### config.mk
export PLATFORM = sky130hd
export DESIGN_NAME = inorder_hazard_ctl
export DESIGN_NICKNAME = d
export VERILOG_FILES = /design/src/rtl/inorder_hazard_ctl.sv
export SDC_FILE = /design/constraint.sdc
export NUM_CORES = 1
export LEC_CHECK = 0
export ABC_AREA = 1
export BUFFER_PORTS_ARGS = -buffer_cell sky130_fd_sc_hd__buf_4
export CAP_MARGIN = 20
export CORE_MARGIN = 1.5
export CORE_UTILIZATION = 45
export DETAILED_ROUTE_END_ITERATION = 10
export MAX_ROUTING_LAYER = met4
export PLACE_DENSITY_LB_ADDON = 0.05
export SLEW_MARGIN = 25
export SYNTH_ARGS = -nofsm -noshare
export SYNTH_HDL_FRONTEND = slang
export SYNTH_SLANG_ARGS = --single-unit
export TNS_END_PERCENT = 5
### constraint.sdc
create_clock -name clk -period 2.71 [get_ports clk]
set_input_delay 0.813 -clock clk [delete_from_list [all_inputs] [get_ports clk]]
set_output_delay 0.813 -clock clk [all_outputs]
set_load 0.05 [all_outputs]
### src/rtl/inorder_hazard_ctl.sv
module inorder_hazard_ctl #(
  parameter int NREG  = 16,
  parameter int TAG_W = 4,
  parameter int CNT_W = 4,
  localparam int RW   = $clog2(NREG)
) (
  input  logic             clk,
  input  logic             rst,
  input  logic             in_valid,
  output logic             in_ready,
  input  logic [1:0]       in_class,
  input  logic [TAG_W-1:0] in_tag,
  input  logic [RW-1:0]    in_dst,
  input  logic [RW-1:0]    in_src0,
  input  logic [RW-1:0]    in_src1,
  input  logic [1:0]       in_srcuse,
  input  logic [CNT_W-1:0] in_cnt,
  input  logic             mem_rdy,
  output logic             fe_v,
  output logic [TAG_W-1:0] fe_tag,
  output logic             de_v,
  output logic [TAG_W-1:0] de_tag,
  output logic             ex_v,
  output logic [TAG_W-1:0] ex_tag,
  output logic             m1_v,
  output logic [TAG_W-1:0] m1_tag,
  output logic             m2_v,
  output logic [TAG_W-1:0] m2_tag,
  output logic             wbi_we,
  output logic [RW-1:0]    wbi_reg,
  output logic [TAG_W-1:0] wbi_tag,
  output logic             wbm_v,
  output logic             wbm_we,
  output logic [RW-1:0]    wbm_reg,
  output logic [TAG_W-1:0] wbm_tag
);

  localparam logic [1:0] C_INT = 2'd0, C_LD = 2'd1, C_ST = 2'd2, C_MUL = 2'd3;

  typedef struct packed {
    logic [1:0]       cls;
    logic [TAG_W-1:0] tag;
    logic [RW-1:0]    dst;
    logic [RW-1:0]    s0;
    logic [RW-1:0]    s1;
    logic [1:0]       srcuse;
    logic [CNT_W-1:0] cnt;
  } desc_t;

  desc_t            fe_q, de_q, in_d;
  logic [1:0]       ex_cls;
  logic [RW-1:0]    ex_dst, m1_dst, m2_dst;
  logic [CNT_W-1:0] ex_left;
  logic             m1_ld, m2_ld;
  logic [NREG-1:0]  pend;

  logic de_hz, ex_mem, ex_done, ex_go, ex_free, de_go, fe_go, m1_go, acc;

  assign in_d    = '{cls: in_class, tag: in_tag, dst: in_dst, s0: in_src0,
                     s1: in_src1, srcuse: in_srcuse, cnt: in_cnt};
  assign fe_tag  = fe_q.tag;
  assign de_tag  = de_q.tag;

  assign de_hz   = de_v && ((de_q.srcuse[0] && pend[de_q.s0]) ||
                            (de_q.srcuse[1] && pend[de_q.s1]) ||
                            (de_q.cls != C_ST && pend[de_q.dst]));
  assign ex_mem  = (ex_cls == C_LD) || (ex_cls == C_ST);
  assign ex_done = ex_v && (ex_left == '0);
  assign m1_go   = m1_v && mem_rdy;
  assign ex_go   = ex_done && (!ex_mem || !m1_v || mem_rdy);
  assign ex_free = !ex_v || ex_go;
  assign de_go   = de_v && !de_hz && ex_free;
  assign in_ready = !de_v || de_go;
  assign fe_go   = fe_v && in_ready;
  assign acc     = in_valid && in_ready;

  always_ff @(posedge clk) begin
    if (rst) begin
      fe_v <= 1'b0; de_v <= 1'b0; ex_v <= 1'b0; m1_v <= 1'b0; m2_v <= 1'b0;
      wbi_we <= 1'b0; wbm_v <= 1'b0; wbm_we <= 1'b0;
      pend <= '0;
    end else begin
      if (acc)        fe_v <= 1'b1;
      else if (fe_go) fe_v <= 1'b0;

      if (fe_go)      de_v <= 1'b1;
      else if (de_go) de_v <= 1'b0;

      if (de_go)      ex_v <= 1'b1;
      else if (ex_go) ex_v <= 1'b0;
      else if (ex_v && ex_left != '0) ex_left <= ex_left - 1'b1;

      if (ex_go && ex_mem) m1_v <= 1'b1;
      else if (m1_go)      m1_v <= 1'b0;

      m2_v   <= m1_go;
      wbi_we <= ex_go && !ex_mem;
      wbm_v  <= m2_v;
      wbm_we <= m2_v && m2_ld;

      for (int r = 0; r < NREG; r++) begin
        if (de_go && de_q.cls == C_LD && de_q.dst == RW'(r)) pend[r] <= 1'b1;
        else if (wbm_we && wbm_reg == RW'(r))                pend[r] <= 1'b0;
      end
    end

    if (acc)   fe_q <= in_d;
    if (fe_go) de_q <= fe_q;
    if (de_go) begin
      ex_cls  <= de_q.cls;
      ex_tag  <= de_q.tag;
      ex_dst  <= de_q.dst;
      ex_left <= (de_q.cls == C_MUL && de_q.cnt != '0) ? de_q.cnt - 1'b1 : '0;
    end
    if (ex_go && ex_mem) begin
      m1_tag <= ex_tag; m1_dst <= ex_dst; m1_ld <= (ex_cls == C_LD);
    end
    if (m1_go) begin
      m2_tag <= m1_tag; m2_dst <= m1_dst; m2_ld <= m1_ld;
    end
    wbi_reg <= ex_dst;
    wbi_tag <= ex_tag;
    wbm_reg <= m2_dst;
    wbm_tag <= m2_tag;
  end

  AST_FETCH_HOLD: assert property (@(posedge clk) disable iff (rst)
    fe_v && !in_ready |=> fe_v && $stable(fe_tag));
  AST_DECODE_HOLD: assert property (@(posedge clk) disable iff (rst)
    de_v && !in_ready |=> de_v && $stable(de_tag));
  AST_MEM_WAIT: assert property (@(posedge clk) disable iff (rst)
    m1_v && !mem_rdy |=> m1_v && $stable(m1_tag));
  AST_MEM2_DRAIN: assert property (@(posedge clk) disable iff (rst)
    m2_v |=> wbm_v && wbm_tag == $past(m2_tag));
  AST_MULTI_HOLD: assert property (@(posedge clk) disable iff (rst)
    ex_v && ex_left != '0 |=> ex_v && $stable(ex_tag));
  AST_LOAD_PENDING: assert property (@(posedge clk) disable iff (rst)
    wbm_we |-> pend[wbm_reg]);
  AST_WB_PORTS_APART: assert property (@(posedge clk) disable iff (rst)
    wbi_we && wbm_v |-> wbi_tag != wbm_tag);

endmodule

# --- Yosys cells after proc, flatten, opt, wreduce, memory -nomap -nowiden ---
# Index checks and enable logic that the tools add are counted.
op_classes:
  magnitude_cmp: 3
  n_reduce_logical: 88
  eq_ne: 37
  muxes: 51
  add_sub_neg: 2
ops:
  columns: ["op", "count"]
  rows:
  - ["$eq 4x4->1 const B", 16]
  - ["$logic_and 1x1->1", 49]
  - ["$mux 1", 43]
  - ["$reduce_bool 2->1", 21]
  - ["$eq 4x3->1 const B", 8]
  - ["$mux 4", 5]
  - ["$eq 4x2->1 const B", 4]
  - ["$lt 4x5->1 const B", 3]
  - ["$bmux 1 s4", 3]
  - ["$logic_not 4->1", 3]
  - ["$eq 4x1->1 const B", 2]
  - ["$reduce_bool 4->1", 2]
  - ["$sub 4x1->4 const B", 2]
  - ["$logic_or 1x1->1", 7]
  - ["$logic_not 1->1", 5]
  - ["$eq 2x1->1 const B", 2]
  - ["$eq 2x2->1 const B", 2]
  - ["$ne 2x1->1 const B", 2]
  - ["$reduce_and 3->1", 1]
  - ["$ne 2x2->1 const B", 1]
totals:
  register_bits: 120

# --- Depth between registers and ports, before layout ---
# Gate-level depths: netlist (run 1).
depth:
  word_depth: 13
  mapped_depth: 14

# --- Least setup slack after synthesis (run 1) ---
# No wires, ideal clock.
synth_timing:
  path_type: "register to register"
  startpoint: "register de_q[14] (netlist name)"
  endpoint: "register de_q[0] (netlist name) (enable)"
  period_less_slack_ns: 2.696
  t_arrival_ns: 2.317
  slack_ns: 0.014
  path_buffers: 1
  t_required_ns: 2.331
  stages_incl_launch_ff: 13
  cell_sequence: "edfxtp_1 buf_6 nand2_1 nand2_1 nand2_1 nand2_1 nand2_2 nand2_2 o21bai_4 nand3_1 o21ai_2 nand2_1 inv_1"
synth_via:
  elab_chain_cells: 10
synth_lines:
  columns: ["element", "line", "rtl"]
  rows:
  - ["start, declared", "50", "desc_t fe_q, de_q, in_d;"]
  - ["start signal, assigned", "108", "if (fe_go) de_q <= fe_q;"]
  - ["$bmux 1 s4", "66", "(de_q.cls != C_ST && pend[de_q.dst]));"]
  - ["$mux 1 (not written as such)", "66", null]
  - ["$logic_and 1x1->1", "66", null]
  - ["$logic_or 1x1->1", "65", "(de_q.srcuse[1] && pend[de_q.s1]) ||"]
  - ["$logic_and 1x1->1", "64", "assign de_hz = de_v && ((de_q.srcuse[0] && pend[de_q.s0]) ||"]
  - ["$logic_not 1->1", "72", "assign de_go = de_v && !de_hz && ex_free;"]
  - ["$logic_and 1x1->1 (2 in series)", "72", null]
  - ["$logic_or 1x1->1", "73", "assign in_ready = !de_v || de_go;"]
  - ["net in_ready", "10", "output logic in_ready,"]
  - ["$logic_and 1x1->1", "74", "assign fe_go = fe_v && in_ready;"]
  - ["net fe_go", "57", "logic de_hz, ex_mem, ex_done, ex_go, ex_free, de_go, fe_go, m1_go, acc;"]
# The timed path passes the listed nets, and every way through them passes these cells. The select of a mux whose other input is x is not followed.
# A chain may end at the register's enable or synchronous reset.

# --- Final worst setup path (run 1) ---
layout_timing:
  startpoint: "register de_q[14] (netlist name)"
  endpoint: "output in_ready"
layout_via:
  elab_chain_cells: 9
layout_lines:
  columns: ["element", "line"]
  rows:
  - ["$bmux 1 s4", "66"]
  - ["$mux 1 (not written as such)", "66"]
  - ["$logic_and 1x1->1", "66"]
  - ["$logic_or 1x1->1", "65"]
  - ["$logic_and 1x1->1", "64"]
  - ["$logic_not 1->1", "72"]
  - ["$logic_and 1x1->1 (2 in series)", "72"]
  - ["$logic_or 1x1->1", "73"]
  - ["end, declared", "10"]
# No other way between the ends. The select of a mux whose other input is x is not followed.

==> results of run 1 <==
[metrics by stage]
step | setup WS, ns | power [µW] | TNS (ns)
after detailed placement | 0.0897 | 2380 | 0
after floorplan | 0.0143 | 2280 | 0
final | -0.197 | 4320 | -0.197
after global routing | -0.351 | 4490 | -0.351
after global placement | 0.144 | 2380 | 0
after CTS | -0.246 | 4370 | -0.246
[what timing repair did]
action,4_1_cts,5_1_grt
endpoints found under the setup margin,1,1
hold buffers,0,0
setup buffers,7,1
pin swaps,1,5
gates resized for setup,4,2
[how the worst min path moves through the flow]
stage              start          to  slack (ns)
2_1_floorplan  m2_dst[0]  wbm_reg[0]        0.32
3_3_place_gp   m2_dst[0]  wbm_reg[0]        0.33
3_5_place_dp   m2_dst[3]  wbm_reg[3]        0.33
4_1_cts        m2_dst[2]  wbm_reg[2]        0.34
5_1_grt        m2_dst[3]  wbm_reg[3]        0.35
6_report       m2_dst[3]  wbm_reg[3]        0.34
[layout make-up]
| cell class | count | area (µm²) |
|---|---|---|
| inverter | 57 | 214 |
| timing repair buffer | 86 | 682 |
| multi-input combinational | 250 | 1200 |
| clock inverter | 10 | 77.6 |
| clock buffer | 22 | 443 |
| tap | 136 | 170 |
| fill | 925 | 4290 |
| sequential | 120 | 3200 |
[critical path, delay by kind of cell (launching register included)]
kind,cells,cell delay [ns]
simple gates,6,0.39
buf+inv,2,0.36
compound gates,3,0.37
flops,1,0.47
[cell usage after synthesis, types with 3 or more instances]
cell type and count:
inv_1 52, dfxtp_1 40, nand2_1 102, ha_1 4
nand2_2 4, o21ai_1 7, nor2_1 39, a21oi_1 19
nand3_1 32, inv_2 4, nand4_1 16, buf_4 8
edfxtp_1 80, o21ai_0 13, buf_6 3, nor3_1 3
[placed cells by master, fill, tap and decap left out, drive strengths merged, types with 2 or more instances in the layout]
master,netlist,layout
nor3,3,3
inv,56,59
clkbuf,3,22
nand4,17,17
ha,4,4
a21oi,20,20
dfxtp,40,40
xnor2,2,2
nor2,40,40
buf,13,86
o21ai,21,21
clkinv,1,7
edfxtp,80,80
nand2,106,106
nand3,33,33
[power groups by stage]
stage               clock network [µW]  logic (µW)  registers, µW
CTS                               2010         296           2060
detailed placement                   0         278           2100
global placement                     0         276           2100
global route                      2100         319           2070
finish                            1960         294           2060
floorplan                            0         161           2120
[cells by family (layout without fill, tap and decap cells)]
logic type	after synthesis	after routing	share of synthesized area
and+or+nand+nor	200	200	0.184
adders and majority gates	4	4	0.0106
xor gates and xnor gates	3	3	0.00556
buffers and inverters	73	175	0.0717
AOI/OAI and AO/OA	43	43	0.0506
DFF	120	120	0.678
[routing by layer]
| layer | GRT usage | wire length (µm) | up-vias |
|---|---|---|---|
| met5 | - | 0 | - |
| met4 | 0.0782 | 103 | 0 |
| met3 | 0.0501 | 445 | 6 |
| met1 | 0.235 | 4430 | 1570 |
| met2 | 0.287 | 4500 | 87 |
| li1 | - | - | 1655 |
==> results.yml, run 1 <==
sta:
  finalSetupViolations: 1
  slew_viol_final: 0
  hold_viol: 0
  min_period_ns: 2.91
  grt_setup_unrepaired: "yes"
  fmax_ghz: 0.344
  worst_slack_ns: -0.197
  worst_pin_slew_ns: 0.411
  relSlewSlack: 0.725
  fin_crit_sh: 1.07
  whs_ns: 0.339
  skew_ns: 0.00672
placement:
  place_congestion: 0.953
  placed_area_um2: 5370
  dp_hpwl_um: 6670
  placedCellCount: 641
  port_buffers: 72
clocking:
  clkSinkCount: 120
  cts-root-buf: "clkbuf_8"
  clk_latency_ns: 0.50
  cts_buffers: 17
  path_clk_slew_ns: 0.05
  cts_tree: "done"
  clock_path_buffers: 2
  htree_levels: 4
pwr:
  p_per_area_nw_per_um2: 721
  pwr-share-seq: 0.478
  irDropWorstVdd_mv: 0.587
  p_clk_frac: 0.454
  leakage_uw: 0.00250
  power_frac_comb: 0.068
  switching_share: 0.222
  p_int_uw: 3360
  switchingPower_uw: 959
worst_setup_path:
  path_cells: "buf_6 -> nand2_1 -> o21ai_1 -> nand2_1 -> nand2_1 -> nand2_1 -> nand2_2 -> o21bai_4 -> nand3_2 -> o21ai_2 -> buf_6"
  cp-endpoint: "in_ready"
  crit_path_max_fanout: 6
  cp-end-kind: "output port"
  crit_path_max_incr_delay_ns: 0.47
  crit_start: "de_q[14]"
  critPathLaunchType: "flip-flop"
  reg2reg_from: "de_q[14]"
  reg2regPathDepth: 14
  worstPathRequired_ns: 1.90
  reg2reg_slack_ns: 0.49
  crit_slowest_cell: "edfxtp_1"
  regToRegEndpoint: "de_tag[0]"
  path_common_cell: "nand2_1"
  critPathArrivalTime_ns: 2.09
  worst-setup-path-type: "flip-flop to output port"
layout:
  area_growth_pct: 26.6
  layout-drive-gt1-share: 0.240
  final_util: 0.582
  stdcell_count: 681
  post-route-cell-area_um2: 5990
  nNetsFinal: 564
  top_regs: "de_q x20, fe_q x20, pend x16"
  n_antenna_cell: 0
run:
  cap_violations: 0
hold_path:
  hold_path_depth: 0
  hold_class: "flip-flop to flip-flop"
logic_synthesis:
  ys_ff_latch: 120
  seq_area_frac_synth: 0.678
  yosysWarnings: 0
  ys_top_cells_by_area: "edfxtp_1 (51%), dfxtp_1 (17%), nand2_1 (8.1%), inv_1 (4.1%), nand3_1 (3.4%)"
  ys_types: 30
  syn_area_um2: 4730
  synth_cells: 443
  avgSynthCellArea_um2: 10.7
  synth_top_cell_by_area: "edfxtp_1"
  synth-edff-count: 80
  synth_nets: 475
  synth_ff_type: "edfxtp_1"
  async_flop_share: 0
  synth_top_area_share: 0.508
global_route:
  grtUsageTotal: 0.187
  grt_pass1_vias: 3197
  antenna_found_initial: 0
  grt_pass1_wl_um: 15200
  grt_max_degree: 25
  gr-total-overflow: 0
detailed_routing:
  ant_nets: 0
  drc: 0
  vias: 3318
  drt-total-wl_um: 9480
  wire_per_inst_um: 13.9
  drt-vias-per-instance: 4.87
  firstDrtPassIters: 5
  drt_iter0_markers: 141
run_status:
  violations: "setup timing"
  status: "finished, violations left"
floorplan:
  num_io_pins: 73
  die_y_um: 105
  die_w_um: 105
  core-area_um2: 10300
  start_util: 0.460
  fp.dieArea_um2: 11100
  fp-row-count: 37
No activity file was read; power rests on OpenSTA's default activity.
==> run 2, diff against run 1 <==
Settings changed: ABC_AREA 1 to default, GPL_TIMING_DRIVEN from default to 0.
==> results.yml, run 2 <==
run_status:
  status: "finished, violations left"
  violations: "setup timing"
clocking:
  cts-root-buf: "clkbuf_8"
  hold_buffers: 0
  htree_levels: 4
  clock_path_buffers: 2
  cts_buffers: 17
  cts_tree: "done"
  clkSinkCount: 120
  clk_latency_ns: 0.51
  path_clk_slew_ns: 0.06
global_route:
  grt_pass1_wl_um: 13100
  grt_pass1_vias: 2616
  antenna_found_initial: 0
  grtUsageTotal: 0.175
  grt_max_degree: 25
  gr-total-overflow: 0
detailed_routing:
  ant_nets: 0
  drc: 0
  route.met2.wl_um: 4040
  vias: 2787
  drt-vias-per-instance: 5.10
  top_layer: "met4"
  met3_wirelength_um: 495
  wl_met1_um: 3720
  drt_iter0_markers: 129
  firstDrtPassIters: 6
  wire_per_inst_um: 15.4
  drt-total-wl_um: 8410
floorplan:
  fp-row-count: 36
  fp.dieArea_um2: 10700
  core-area_um2: 9770
  die_y_um: 103
  start_util: 0.464
  num_io_pins: 73
  die_w_um: 103
logic_synthesis:
  synth_cells: 304
  seq_area_frac_synth: 0.706
  synth_top_area_share: 0.530
  ys_top_cells_by_area: "edfxtp_1 (53%), dfxtp_1 (18%), mux4_2 (3.0%), mux2i_1 (2.4%), a21oi_1 (2.2%)"
  ys_ff_latch: 120
  synth_top_cell_by_area: "edfxtp_1"
  yosysWarnings: 0
  ys_types: 50
  synth_ff_type: "edfxtp_1"
  avgSynthCellArea_um2: 14.9
  synth.most_common_cell: "edfxtp_1"
  synth-edff-count: 80
  async_flop_share: 0
  synth_common_cells: "edfxtp_1 (80), dfxtp_1 (40), a21oi_1 (20)"
  synth_nets: 336
  syn_area_um2: 4540
layout:
  top_regs: "de_q x20, fe_q x20, pend x16"
  layout-drive-gt1-share: 0.361
  n_antenna_cell: 0
  mostFrequentLayoutCell: "buf_4"
  final_cell_mix: "buf_4 (85), edfxtp_1 (80), dfxtp_1 (40)"
  nNetsFinal: 432
  area_growth_pct: 32.0
worst_setup_path:
  critPathArrivalTime_ns: 2.64
  worstPathRequired_ns: 1.90
  critPathLaunchType: "flip-flop"
  reg2reg_slack_ns: -0.36
  reg2reg_from: "de_q[6]"
  crit_path_max_fanout: 3
  regToRegEndpoint: "de_q[14]"
  reg2regPathDepth: 7
  cp-end-kind: "output port"
  worst-setup-path-type: "flip-flop to output port"
placement:
  dpl_worst_slack_ns: -0.512
  port_buffers: 72
  dp_hpwl_um: 5820
  place_congestion: 0.840
sta:
  relSlewSlack: 0.479
  finalSetupViolations: 49
  skew_ns: 0.0168
  worst_pin_slew_ns: 0.779
  fin_crit_sh: 1.28
  hold_viol: 0
  fmax_ghz: 0.289
  worst_slack_ns: -0.745
  grt_setup_unrepaired: "yes"
  min_period_ns: 3.46
  slew_viol_final: 0
hold_path:
  hp-start: "m2_dst[3]"
  hold_path_depth: 0
  holdPathEnd: "wbm_reg[3]"
  hold_class: "flip-flop to flip-flop"
pwr:
  leakage_uw: 0.00229
  finalPower_uw: 4680
  p_per_area_nw_per_um2: 782
  irDropWorstVdd_mv: 0.369
run:
  cap_violations: 0
[run 2: cell count changes after synthesis, moves of 7 or more]
cell,change
nor2b_1,+7
nor2_1,-31
nand3_1,-30
mux2i_1,+11
nand2_1,-92
inv_1,-43
[run 2: logic make-up after synthesis]
| group | share of synthesized area |
|---|---|
| XOR/XNOR | 0.00773 |
| buffers and inverters | 0.0350 |
| adder cells (fa/ha/maj) | 0.0110 |
| AND/OR/NAND/NOR | 0.107 |
| multiplexers | 0.0706 |
| AO/OA/AOI/OAI | 0.0621 |
| flip-flops | 0.706 |
[run 2: through the flow]
| step | setup TNS (ns) | std cells | util | hold slack [ns] | instance area, µm² |
|---|---|---|---|---|---|
| after global routing | -16.53 | 546 | 0.613 | 0.346 | 5990 |
| after CTS | -11.97 | 544 | 0.608 | 0.342 | 5940 |
| final | -10.37 | 546 | 0.613 | 0.339 | 5990 |
| after detailed placement | -17.15 | 509 | 0.540 | 0.328 | 5280 |
| after floorplan | -3.40 | 304 | - | 0.323 | 4570 |
| after global placement | -14.97 | 509 | 0.540 | 0.326 | 5280 |
[run 2: final cells by class]
cell class,count,area (µm²)
clock inverter,12,138
sequential,120,3200
multi-input combinational,156,1260
fill,760,3790
buffer,17,129
timing repair buffer,77,582
clock buffer,20,468
inverter,11,41.3
tap,133,166
[run 2: report_power, final]
part | internal [µW] | switching (µW) | total (µW)
clock network | 1430 | 817 | 2240
logic | 136 | 210 | 347
registers | 2050 | 44.4 | 2090
total | 3610 | 1070 | 4680
[run 2: worst max-delay path, cell delays in order, from the launching register on]
cell and delay, ns:
edfxtp_1 0.34, buf_6 0.11, mux4_2 0.48, o2111a_2 0.28, or4b_4 0.54, o21ai_4 0.20
buf_6 0.18
[run 2: worst max-delay path by stage]
stage	endpoint	slack [ns]	from
floorplan	in_ready	-0.24	de_q[6]
global route	in_ready	-0.81	de_q[6]
detailed placement	in_ready	-0.51	ex_left[0]
global placement	in_ready	-0.51	ex_left[0]
CTS	in_ready	-0.74	de_q[10]
finish	in_ready	-0.75	de_q[6]
[run 2: timing repair]
action / in CTS / in global routing
endpoints found under the setup margin: 65 / 63
resized for setup: 10 / 8
buffers inserted: 3 / 2
pin swaps: 4 / 5
[run 2: layer usage]
layer  GRT usage  vias up
li1            -     1351
met1       0.222     1309
met2       0.268      109
met3      0.0383       18
met4      0.0873        0
met5           -        -
